### src/rtl/cs_report_pkg.sv
package cs_report_pkg;
  localparam int CS_BITS  = 16;
  localparam int N_MAPPED = 5;
  localparam int N_RATES  = 5;

  // status bit shown on pins_o[4-g], per format
  localparam int PRO_MAP [N_MAPPED] = '{1, 2, 3, 4, 6};
  localparam int CON_MAP [N_MAPPED] = '{1, 2, 3, 15, 9};

  localparam longint RATE_HZ [N_RATES] = '{32000, 44100, 48000, 88200, 96000};

  typedef enum logic [2:0] {
    ERR_NONE    = 3'd0,
    ERR_VALID   = 3'd1,
    ERR_PARITY  = 3'd2,
    ERR_BIPHASE = 3'd3,
    ERR_LOCK    = 3'd4
  } err_code_e;
endpackage

### src/rtl/cs_block_timer.sv
module cs_block_timer #(
  parameter int BLOCK_FRAMES = 192,
  parameter int WIN_FRAMES   = 64,
  parameter int CBL_FRAMES   = 32,
  localparam int IDX_W = $clog2(BLOCK_FRAMES)
) (
  input  logic             clk_i,
  input  logic             rst_ni,
  input  logic             frame_valid_i,
  input  logic             blk_start_i,
  output logic [IDX_W-1:0] new_idx_o,
  output logic             start_evt_o,
  output logic             boundary_o,
  output logic             cbl_o
);
  logic [IDX_W-1:0] idx_q;

  always_comb begin
    if (blk_start_i || 32'(idx_q) == BLOCK_FRAMES - 1) new_idx_o = '0;
    else new_idx_o = idx_q + 1'b1;
  end

  assign start_evt_o = frame_valid_i && blk_start_i;
  assign boundary_o  = frame_valid_i && ((32'(new_idx_o) % WIN_FRAMES) == 0);

  always_ff @(posedge clk_i or negedge rst_ni) begin
    if (!rst_ni) begin
      idx_q <= '0;
      cbl_o <= 1'b0;
    end else if (frame_valid_i) begin
      idx_q <= new_idx_o;
      if (blk_start_i) cbl_o <= 1'b1;
      else if (32'(new_idx_o) == CBL_FRAMES) cbl_o <= 1'b0;
    end
  end

  AST_IDX_RANGE: assert property (@(posedge clk_i) disable iff (!rst_ni)
    32'(idx_q) < BLOCK_FRAMES);
  AST_CBL_RISE_AT_START: assert property (@(posedge clk_i) disable iff (!rst_ni)
    $rose(cbl_o) |-> $past(start_evt_o));
endmodule

### src/rtl/cs_status_capture.sv
module cs_status_capture
  import cs_report_pkg::*;
#(
  parameter int IDX_W = 8
) (
  input  logic             clk_i,
  input  logic             rst_ni,
  input  logic             frame_valid_i,
  input  logic [IDX_W-1:0] new_idx_i,
  input  logic             start_evt_i,
  input  logic             chan_sel_i,
  input  logic             cs_a_i,
  input  logic             cs_b_i,
  output logic [5:0]       cs_pins_o
);
  localparam int BIT_W = $clog2(CS_BITS);

  logic [CS_BITS-1:0] buf_q, disp_q;
  logic               bit_in;

  assign bit_in = chan_sel_i ? cs_b_i : cs_a_i;

  always_ff @(posedge clk_i or negedge rst_ni) begin
    if (!rst_ni) begin
      buf_q  <= '0;
      disp_q <= '0;
    end else begin
      if (start_evt_i) disp_q <= buf_q;  // previous block, before frame 0 overwrites
      if (frame_valid_i && 32'(new_idx_i) < CS_BITS) buf_q[new_idx_i[BIT_W-1:0]] <= bit_in;
    end
  end

  assign cs_pins_o[5] = disp_q[0];
  for (genvar g = 0; g < N_MAPPED; g++) begin : g_map
    assign cs_pins_o[N_MAPPED-1-g] = disp_q[0] ? disp_q[CON_MAP[g]] : disp_q[PRO_MAP[g]];
  end

  AST_DISP_ONLY_AT_START: assert property (@(posedge clk_i) disable iff (!rst_ni)
    !start_evt_i |=> $stable(disp_q));
endmodule

### src/rtl/cs_rate_meter.sv
module cs_rate_meter
  import cs_report_pkg::*;
#(
  parameter int     BLOCK_FRAMES = 192,
  parameter int     WIN_FRAMES   = 64,
  parameter longint REF_HZ       = 768000,
  parameter int     CNT_W        = 16,
  localparam int    WF_W         = $clog2(WIN_FRAMES + 1),
  localparam int    VALID_WINS   = (2 * BLOCK_FRAMES + 3 * WIN_FRAMES - 1) / (3 * WIN_FRAMES),
  localparam int    OK_W         = $clog2(VALID_WINS + 1)
) (
  input  logic       clk_i,
  input  logic       rst_ni,
  input  logic       frame_valid_i,
  input  logic       boundary_i,
  input  logic       ref_tick_i,
  output logic [2:0] code_o
);
  logic [CNT_W-1:0] cnt_q;
  logic [WF_W-1:0]  wf_q;
  logic [OK_W-1:0]  ok_q, ok_n;
  logic [2:0]       code_q, match;
  logic [N_RATES-1:0] hit;
  logic             full;

  for (genvar g = 0; g < N_RATES; g++) begin : g_rate
    localparam longint NOM = (REF_HZ * WIN_FRAMES) / RATE_HZ[g];
    localparam longint LO  = (NOM * 96) / 100;
    localparam longint HI  = (NOM * 104) / 100;
    assign hit[g] = (longint'(cnt_q) >= LO) && (longint'(cnt_q) <= HI);
  end

  always_comb begin
    match = 3'd0;
    for (int i = N_RATES - 1; i >= 0; i--) if (hit[i]) match = 3'(i + 1);
  end

  assign full = (32'(wf_q) == WIN_FRAMES) && (cnt_q != '0);

  always_comb begin
    if (!full) ok_n = '0;
    else if (32'(ok_q) == VALID_WINS) ok_n = ok_q;
    else ok_n = ok_q + 1'b1;
  end

  always_ff @(posedge clk_i or negedge rst_ni) begin
    if (!rst_ni) begin
      cnt_q  <= '0;
      wf_q   <= '0;
      ok_q   <= '0;
      code_q <= '0;
    end else if (boundary_i) begin
      cnt_q  <= CNT_W'(ref_tick_i);
      wf_q   <= WF_W'(1);
      ok_q   <= ok_n;
      code_q <= (32'(ok_n) == VALID_WINS) ? match : 3'd0;
    end else begin
      if (ref_tick_i && cnt_q != '1) cnt_q <= cnt_q + 1'b1;
      if (frame_valid_i && 32'(wf_q) != WIN_FRAMES) wf_q <= wf_q + 1'b1;
    end
  end

  assign code_o = code_q;

  AST_CODE_ONLY_AT_BOUNDARY: assert property (@(posedge clk_i) disable iff (!rst_ni)
    !boundary_i |=> $stable(code_q));
  AST_CODE_LEGAL: assert property (@(posedge clk_i) disable iff (!rst_ni)
    code_q <= 3'd5);
  AST_CODE_NEEDS_WINDOWS: assert property (@(posedge clk_i) disable iff (!rst_ni)
    code_q != 3'd0 |-> 32'(ok_q) == VALID_WINS);
endmodule

### src/rtl/cs_report_top.sv
module cs_report_top
  import cs_report_pkg::*;
#(
  parameter int     BLOCK_FRAMES = 192,
  parameter int     WIN_FRAMES   = 64,
  parameter int     CBL_FRAMES   = 32,
  parameter longint REF_HZ       = 768000,
  parameter int     CNT_W        = 16,
  localparam int    IDX_W        = $clog2(BLOCK_FRAMES)
) (
  input  logic       clk_i,
  input  logic       rst_ni,
  input  logic       frame_valid_i,
  input  logic       blk_start_i,
  input  logic       cs_a_i,
  input  logic       cs_b_i,
  input  logic       chan_sel_i,
  input  logic       sel_i,
  input  logic       ref_tick_i,
  input  logic       lock_lost_i,
  input  logic       biphase_err_i,
  input  logic       parity_err_i,
  input  logic       validity_i,
  output logic [5:0] pins_o,
  output logic       cbl_o
);
  logic [IDX_W-1:0] new_idx;
  logic             start_evt, boundary;
  logic [5:0]       cs_pins;
  logic [2:0]       rate_code;
  err_code_e        err_q, err_n;

  cs_block_timer #(
    .BLOCK_FRAMES(BLOCK_FRAMES), .WIN_FRAMES(WIN_FRAMES), .CBL_FRAMES(CBL_FRAMES)
  ) u_timer (
    .clk_i, .rst_ni, .frame_valid_i, .blk_start_i,
    .new_idx_o(new_idx), .start_evt_o(start_evt), .boundary_o(boundary), .cbl_o
  );

  cs_status_capture #(.IDX_W(IDX_W)) u_capture (
    .clk_i, .rst_ni, .frame_valid_i, .new_idx_i(new_idx), .start_evt_i(start_evt),
    .chan_sel_i, .cs_a_i, .cs_b_i, .cs_pins_o(cs_pins)
  );

  cs_rate_meter #(
    .BLOCK_FRAMES(BLOCK_FRAMES), .WIN_FRAMES(WIN_FRAMES), .REF_HZ(REF_HZ), .CNT_W(CNT_W)
  ) u_rate (
    .clk_i, .rst_ni, .frame_valid_i, .boundary_i(boundary), .ref_tick_i, .code_o(rate_code)
  );

  always_comb begin
    if (lock_lost_i)        err_n = ERR_LOCK;
    else if (biphase_err_i) err_n = ERR_BIPHASE;
    else if (parity_err_i)  err_n = ERR_PARITY;
    else if (validity_i)    err_n = ERR_VALID;
    else                    err_n = ERR_NONE;
  end

  always_ff @(posedge clk_i or negedge rst_ni) begin
    if (!rst_ni) err_q <= ERR_NONE;
    else if (frame_valid_i) err_q <= err_n;
  end

  assign pins_o = sel_i ? cs_pins : {err_q, rate_code};

  AST_LOCK_WINS: assert property (@(posedge clk_i) disable iff (!rst_ni)
    frame_valid_i && lock_lost_i |=> err_q == ERR_LOCK);
  AST_ERR_HOLD: assert property (@(posedge clk_i) disable iff (!rst_ni)
    !frame_valid_i |=> $stable(err_q));
endmodule

### config.mk
export PLATFORM = sky130hd
export DESIGN_NAME = cs_report_top
export DESIGN_NICKNAME = d
export VERILOG_FILES = /design/src/rtl/cs_report_pkg.sv /design/src/rtl/cs_block_timer.sv /design/src/rtl/cs_status_capture.sv /design/src/rtl/cs_rate_meter.sv /design/src/rtl/cs_report_top.sv
export SDC_FILE = /design/constraint.sdc
export NUM_CORES = 1
export LEC_CHECK = 0
export CAP_MARGIN = 5
export CORE_MARGIN = 8
export CORE_UTILIZATION = 60
export DETAILED_ROUTE_END_ITERATION = 16
export PLACE_DENSITY = 0.8
export SYNTH_ARGS = -nofsm -noshare
export SYNTH_HDL_FRONTEND = slang
export SYNTH_SLANG_ARGS = --single-unit
### constraint.sdc
create_clock -name clk_i -period 3.1 [get_ports clk_i]
set_clock_uncertainty 0.1 [all_clocks]
set_input_delay 0.93 -clock clk_i [delete_from_list [all_inputs] [get_ports clk_i]]
set_output_delay 0.93 -clock clk_i [all_outputs]
set_load 0.005 [all_outputs]
==> reports/metrics.cfg, run 1 <==
[grt]
number_of_global_route_vias_before_repair = 2689
grt_max_degree = 27
grt_antenna_before_repair = 0
global_router_s_overall_resource_usage_pct = 18.2
grt_remaining_overflow = 0
wire_length_of_the_first_global_routing_pass_um = 12900

[clock_tree]
clk_latency_ns = 0.31
cts_buffers = 5
cts_hold_buffers = 0
cts.clk_slew.worst_paths_ns = 0.10
ctsRootBufferMaster = sky130_fd_sc_hd__clkbuf_8
cts-root-to-sink-buffers = 2
clock_tree_from_tritoncts = built
cts_setup_buffers = 0
clock_sinks = 56
htree_num_levels = 2

[synthesis]
largest_area_contributor_in_the_netlist = sky130_fd_sc_hd__dfrtp_1
synth_top_cell_area_share_pct = 40.2
asyncSetResetFlopFracSynth_pct = 100
synth-edff-count = 0
fraction_of_synthesized_area_in_multiplexers_pct = 8.44
synth-adder-area-share_pct = 3.23
synth_nets = 383
synthXorXnorAreaFrac_pct = 6.03
ys_seq_area_share_pct = 40.2
top_reg_cell_synth = sky130_fd_sc_hd__dfrtp_1
post_syn_area_mm2 = 0.00348
share_of_synthesized_cell_area_in_and_or_nand_and_nor_gates_pct = 23.0
postSynthRegisterBits = 56
synth_area_leaders = sky130_fd_sc_hd__dfrtp_1 40%, sky130_fd_sc_hd__mux2_2 6.1%, sky130_fd_sc_hd__nor2_1 3.8%
mapped_cells = 361
synth_top_family_by_area = simple AND/OR/NAND/NOR gates
ys_warn_count = 0
syn_area_per_cell_um2 = 9.65
synth_compound_gate_area_share_pct = 14.0
netlist-cell-type-count = 63

[worst_setup_path]
ff2ff_setup_slack_ns = 0.43
critical_path_buf_inv_count = 2
critical_path_arrival_ns = 2.02
worst-endpoint-required_ns = 2.07
critical_path.top_delay_family = buffers and inverters
critical_path.max_fanout = 8
critPathSlowestCell = sky130_fd_sc_hd__clkdlybuf4s50_1
critical_path_class = in -> out
cells_along_the_critical_path = clkdlybuf4s15_2 -> mux2_2 -> clkdlybuf4s50_1
worst_setup_path_end_kind = primary output
type_of_origin_of_the_critical_path = input port
crit_path_max_incr_delay_ns = 0.46

[drt]
dr.pass1.iters = 4
drt-vias-per-instance = 6.09
detail_route.iter0.violations = 96
via_count = 2715
drt_wl_total_um = 7170
drt_drc_violations_left = 0
detail_route.wl_per_cell_um = 16.1
antenna_left = 0

[finish]
drive_gt1_share_pct = 15.8
final_net_count = 395
fin_cells = 446
finalInstanceArea_mm2 = 0.00379
layout_commonest_cell = sky130_fd_sc_hd__dfrtp_1
layout.cells.most_common_list = 56 x sky130_fd_sc_hd__dfrtp_1, 35 x sky130_fd_sc_hd__nor2_1, 33 x sky130_fd_sc_hd__nand2_1
multi_input_comb_area_mm2 = 0.00191
insertedDiodeCount = 0
synthToLayoutAreaGrowth_pct = 8.69
seqCellArea_mm2 = 0.00140
filler_cell_count = 455

[sta]
final.period_utilization_pct = 98.4
finalWorstPathRequiredPeriod_ns = 3.05
final_hold_violation_count = 0
worst_slew_margin_rel_pct = 66.8
fin_tns_setup_ns = 0
setup_viol = 0
rsz0062_at_grt = false
fmax_mhz = 328
max_slew.worst_pin.slew_ns = 0.493
finalMaxSlewViolations = 0

[die]
floorplan.initialDensity_pct = 62.5
fp.dieArea_mm2 = 0.00850
core_area_mm2 = 0.00557
rows = 27
die_width_um = 92.2
die_h_um = 92.2
boundaryPins = 20

[power_and_ir_drop]
cellPowerDensity_mw_per_mm2 = 460
post-layout-total-power_mw = 1.74
leakage_nw = 1.63
ir_worst_vdd_uv = 332

[place]
detailed_place_hpwl_um = 5210
port_buffers = 19
dpl-instance-area_mm2 = 0.00369
gp_congestion = 0.847
place.detailed.instances = 438

[min_path]
path_category_of_the_worst_min_delay_check = reg -> reg

[run_status]
status = finished clean

[run]
max-cap-violations = 0

## cell usage after synthesis, drive strengths merged (11+ instances only)
master,number
nand3,17
a21oi,12
mux2,24
dfrtp,56
nor3,11
xnor2,11
inv,11
o21ai,16
buf,11
nor2,35
nand2,35
clkbuf,12
xor2,13
## worst reg2reg max path, cell delays in order, from the launching register on
cell and delay, ns:
sky130_fd_sc_hd__dfrtp_1 0.48, sky130_fd_sc_hd__ha_1 0.27, sky130_fd_sc_hd__nand3_4 0.13, sky130_fd_sc_hd__nor4_4 0.34, sky130_fd_sc_hd__or2_1 0.39, sky130_fd_sc_hd__o21ai_1 0.12
sky130_fd_sc_hd__nor4_1 0.36, sky130_fd_sc_hd__mux2_1 0.37
## cell families after synthesis
group                      Yosys count
and+or+nand+nor                    143
AOI/OAI and AO/OA                   69
DFF                                 56
buffers and inverters               34
muxes                               26
xor gates and xnor gates            24
adders and majority gates            9
## layout make-up
cell class | instances | share of cell area [%]
sequential | 56 | 37.0
clock inverter | 3 | 0.628
timing repair buffer | 28 | 6.71
clock buffer | 5 | 1.82
tap | 72 | 2.38
inverter | 11 | 1.09
multi-input combinational | 271 | 50.4
## stage by stage
step,util [%],setup slack [ns],hold slack [ns]
detailed placement,66.2,-0.362,0.371
global placement,66.2,-0.301,0.361
floorplan,-,0.532,0.349
CTS,67.9,0.0344,0.394
global route,67.9,0.0122,0.416
finish,67.9,0.0500,0.391
## final timing paths
check	from	endpoint	cells past startpoint
hold reg to reg	u_timer.cbl_o	u_timer.cbl_o	2
setup / recovery	sel_i	pins_o[4]	3
min in group asynchronous	rst_ni	err_q[0]	1
setup reg to reg	u_timer.idx_q[1]	u_capture.buf_q[4]	7
max in group asynchronous	rst_ni	u_rate.wf_q[4]	2
hold / removal	u_timer.cbl_o	u_timer.cbl_o	2
## layer usage
layer	global-route usage [%]	vias to the layer above	part of all wire (%)
met5	0	-	0
met4	5.37	0	0.40
met3	3.18	4	4.3
met2	30.7	52	51
met1	23.1	1342	44
li1	-	1317	-
## state kept, by name, indices dropped and copies added (netlist names)
register / flops
u_rate.code_o: 3
u_rate.wf_q: 7
u_rate.cnt_q: 16
u_capture.disp_q: 8
u_rate.ok_q: 2
u_timer.cbl_o: 1
err_q: 3
u_timer.idx_q: 8
u_capture.buf_q: 8
## power breakdown
part	total [mW]	switching, mW	leakage, nW	internal, mW
Clock	0.409	0.248	0.0404	0.161
Combinational	0.407	0.197	0.841	0.210
Sequential	0.925	0.0974	0.744	0.827
## what timing repair did
item                                    in CTS  in global routing
endpoints found under the setup margin       6                  0
resized for setup                            3                  0
hold endpoints to repair                     0                  0
(Power assumes the default switching activity.)
==> inputs of run 2 (changes only) <==
Settings changed: GPL_TIMING_DRIVEN set to 0.
==> run 2 against run 1 <==
  * Sequential cell count unchanged
  * Design area increased by 2.0%
  * Combinational power increased by 7.1%
  * Utilization increased by 1.4 points
  * Setup slack improved by 0.088 ns
  * Critical path depth unchanged
  * Via count increased by 1.9%
  * Sequential share of layout area decreased by 0.73 points
  * Global-route usage decreased by 0.095 points
  * Clock power about the same
  * Highest routed layer unchanged
  * Die area unchanged
  * Sequential power decreased by 2%
==> reports/metrics.cfg, run 2 (synthesis gave the netlist of run 1 again) <==
[place]
port_buffers = 18
preCtsSetupSlack_ns = -0.00520
gp_congestion = 0.873
detailed_place_hpwl_um = 5380

[sta]
rsz0062_at_grt = false
final_hold_violation_count = 0
final.period_utilization_pct = 95.6
fmax_mhz = 338
finalMaxSlewViolations = 0
worst_slew_margin_rel_pct = 63.1
max_slew.worst_pin.slew_ns = 0.549
fin_tns_setup_ns = 0
setup_viol = 0
worst_slack_ns = 0.138
finalWorstPathRequiredPeriod_ns = 2.96

[grt]
grt_max_degree = 35
grt_antenna_before_repair = 0
global_router_s_overall_resource_usage_pct = 18.1
grt_remaining_overflow = 0
number_of_global_route_vias_before_repair = 2759
wire_length_of_the_first_global_routing_pass_um = 12900

[clock_tree]
clk_latency_ns = 0.31
clock_sinks = 56
cts_setup_buffers = 0
cts_buffers = 5
cts-root-to-sink-buffers = 2
cts_hold_buffers = 0
cts.clk_slew.worst_paths_ns = 0.10
clock_tree_from_tritoncts = built
htree_num_levels = 2
ctsRootBufferMaster = sky130_fd_sc_hd__clkbuf_8

[power_and_ir_drop]
cellPowerDensity_mw_per_mm2 = 454
leakage_nw = 1.67
ir_worst_vdd_uv = 275

[die]
floorplan.initialDensity_pct = 62.5
core_area_mm2 = 0.00557
rows = 27
die_h_um = 92.2
boundaryPins = 20
fp.dieArea_mm2 = 0.00850
die_width_um = 92.2

[run]
max-cap-violations = 0

[drt]
dr.pass1.iters = 4
drt_drc_violations_left = 0
detail_route.iter0.violations = 152
drt-vias-per-instance = 6.01
drt_wl_total_um = 7360
antenna_left = 0
detail_route.wl_per_cell_um = 16.0
via_count = 2766

[finish]
filler_cell_count = 432
layout_commonest_cell = sky130_fd_sc_hd__dfrtp_1
layout.cells.most_common_list = 56 x sky130_fd_sc_hd__dfrtp_1, 35 x sky130_fd_sc_hd__nor2_1, 33 x sky130_fd_sc_hd__nand2_1
largest_register_ffs = 16
drive_gt1_share_pct = 16.0
final_net_count = 409
synthToLayoutAreaGrowth_pct = 10.9
largest_register = u_rate.cnt_q
insertedDiodeCount = 0

[worst_setup_path]
ff2ff_path_depth = 9
worst-endpoint-required_ns = 2.07
critical_path_class = in -> out
type_of_origin_of_the_critical_path = input port
worst_setup_path_end_kind = primary output
worstReg2RegStart = u_timer.idx_q[1]
worst_r2r_endpoint = u_capture.buf_q[4]
critical_path_arrival_ns = 1.93
ff2ff_setup_slack_ns = 0.55
critical_path.max_fanout = 8

[run_status]
status = finished clean

[min_path]
hold_depth = 2
worstHoldEndpoint = u_rate.ok_q[1]
path_category_of_the_worst_min_delay_check = reg -> reg
startpoint_of_the_worst_hold_path = u_rate.ok_q[1]

run 2: cell types whose count changed in the layout (fill, tap and decap cells not counted):
| cell | previous run | this run |
|---|---|---|
| sky130_fd_sc_hd__clkbuf_1 | 0 | 11 |
| sky130_fd_sc_hd__buf_12 | 0 | 1 |
| sky130_fd_sc_hd__clkdlybuf4s15_2 | 1 | 0 |
| sky130_fd_sc_hd__buf_2 | 1 | 6 |
| sky130_fd_sc_hd__clkbuf_2 | 0 | 1 |
| sky130_fd_sc_hd__buf_4 | 9 | 1 |
| sky130_fd_sc_hd__buf_6 | 0 | 5 |
run 2: layer usage:
metal / global-route usage (%) / share of wire [%]
met5: 0 / 0
met4: 4.30 / 0.83
met3: 2.85 / 3.6
met2: 31.3 / 51
met1: 23.0 / 44
run 2: how the worst max path moves through the flow:
stage	start	endpoint	slack, ns	cells after the start
floorplan	sel_i	pins_o[2]	0.53	2
detailed placement	blk_start_i	u_capture.buf_q[1]	-0.005	6
CTS	sel_i	pins_o[2]	0.13	3
global route	sel_i	pins_o[4]	0.10	3
global placement	rst_ni	u_rate.wf_q[5]	-0.73	1
finish	sel_i	pins_o[2]	0.14	3
run 2: final cells by class:
type / count / area, um2 / area share (%)
plain buffers: 23 / 135 / 3.50
repair buffers: 19 / 195 / 5.05
multi-input cells: 271 / 1910 / 49.4
well taps: 72 / 90.1 / 2.33
clock inverters: 3 / 23.8 / 0.615
inverters: 11 / 41.3 / 1.07
clock buffers: 5 / 68.8 / 1.78
flip-flops and latches: 56 / 1400 / 36.3
run 2: critical path, stage by stage:
cell                              delay (ns)
sky130_fd_sc_hd__clkbuf_2               0.18
sky130_fd_sc_hd__mux2_2                 0.37
sky130_fd_sc_hd__clkdlybuf4s50_1        0.45
run 2: power breakdown:
group / switching, mW / internal, mW / total, mW
Clock: 0.247 / 0.161 / 0.408
Sequential: 0.0819 / 0.827 / 0.909
Combinational: 0.220 / 0.216 / 0.436
Total: 0.549 / 1.20 / 1.75
run 2: metrics by stage:
stage,instance area [um2],hold WS [ns],utilization [%],std cells,total power [mW]
finish,3860,0.390,69.3,460,1.75
CTS,3860,0.395,69.3,460,1.77
floorplan,3480,0.349,-,361,1.20
global placement,3750,0.365,67.3,451,1.33
global route,3860,0.412,69.3,460,1.86
detailed placement,3770,0.370,67.6,452,1.36
run 2: repair_timing:
item,4_1_cts,5_1_grt
hold endpoints to repair,0,0
gates resized for setup,1,0
endpoints found under the setup margin,2,0
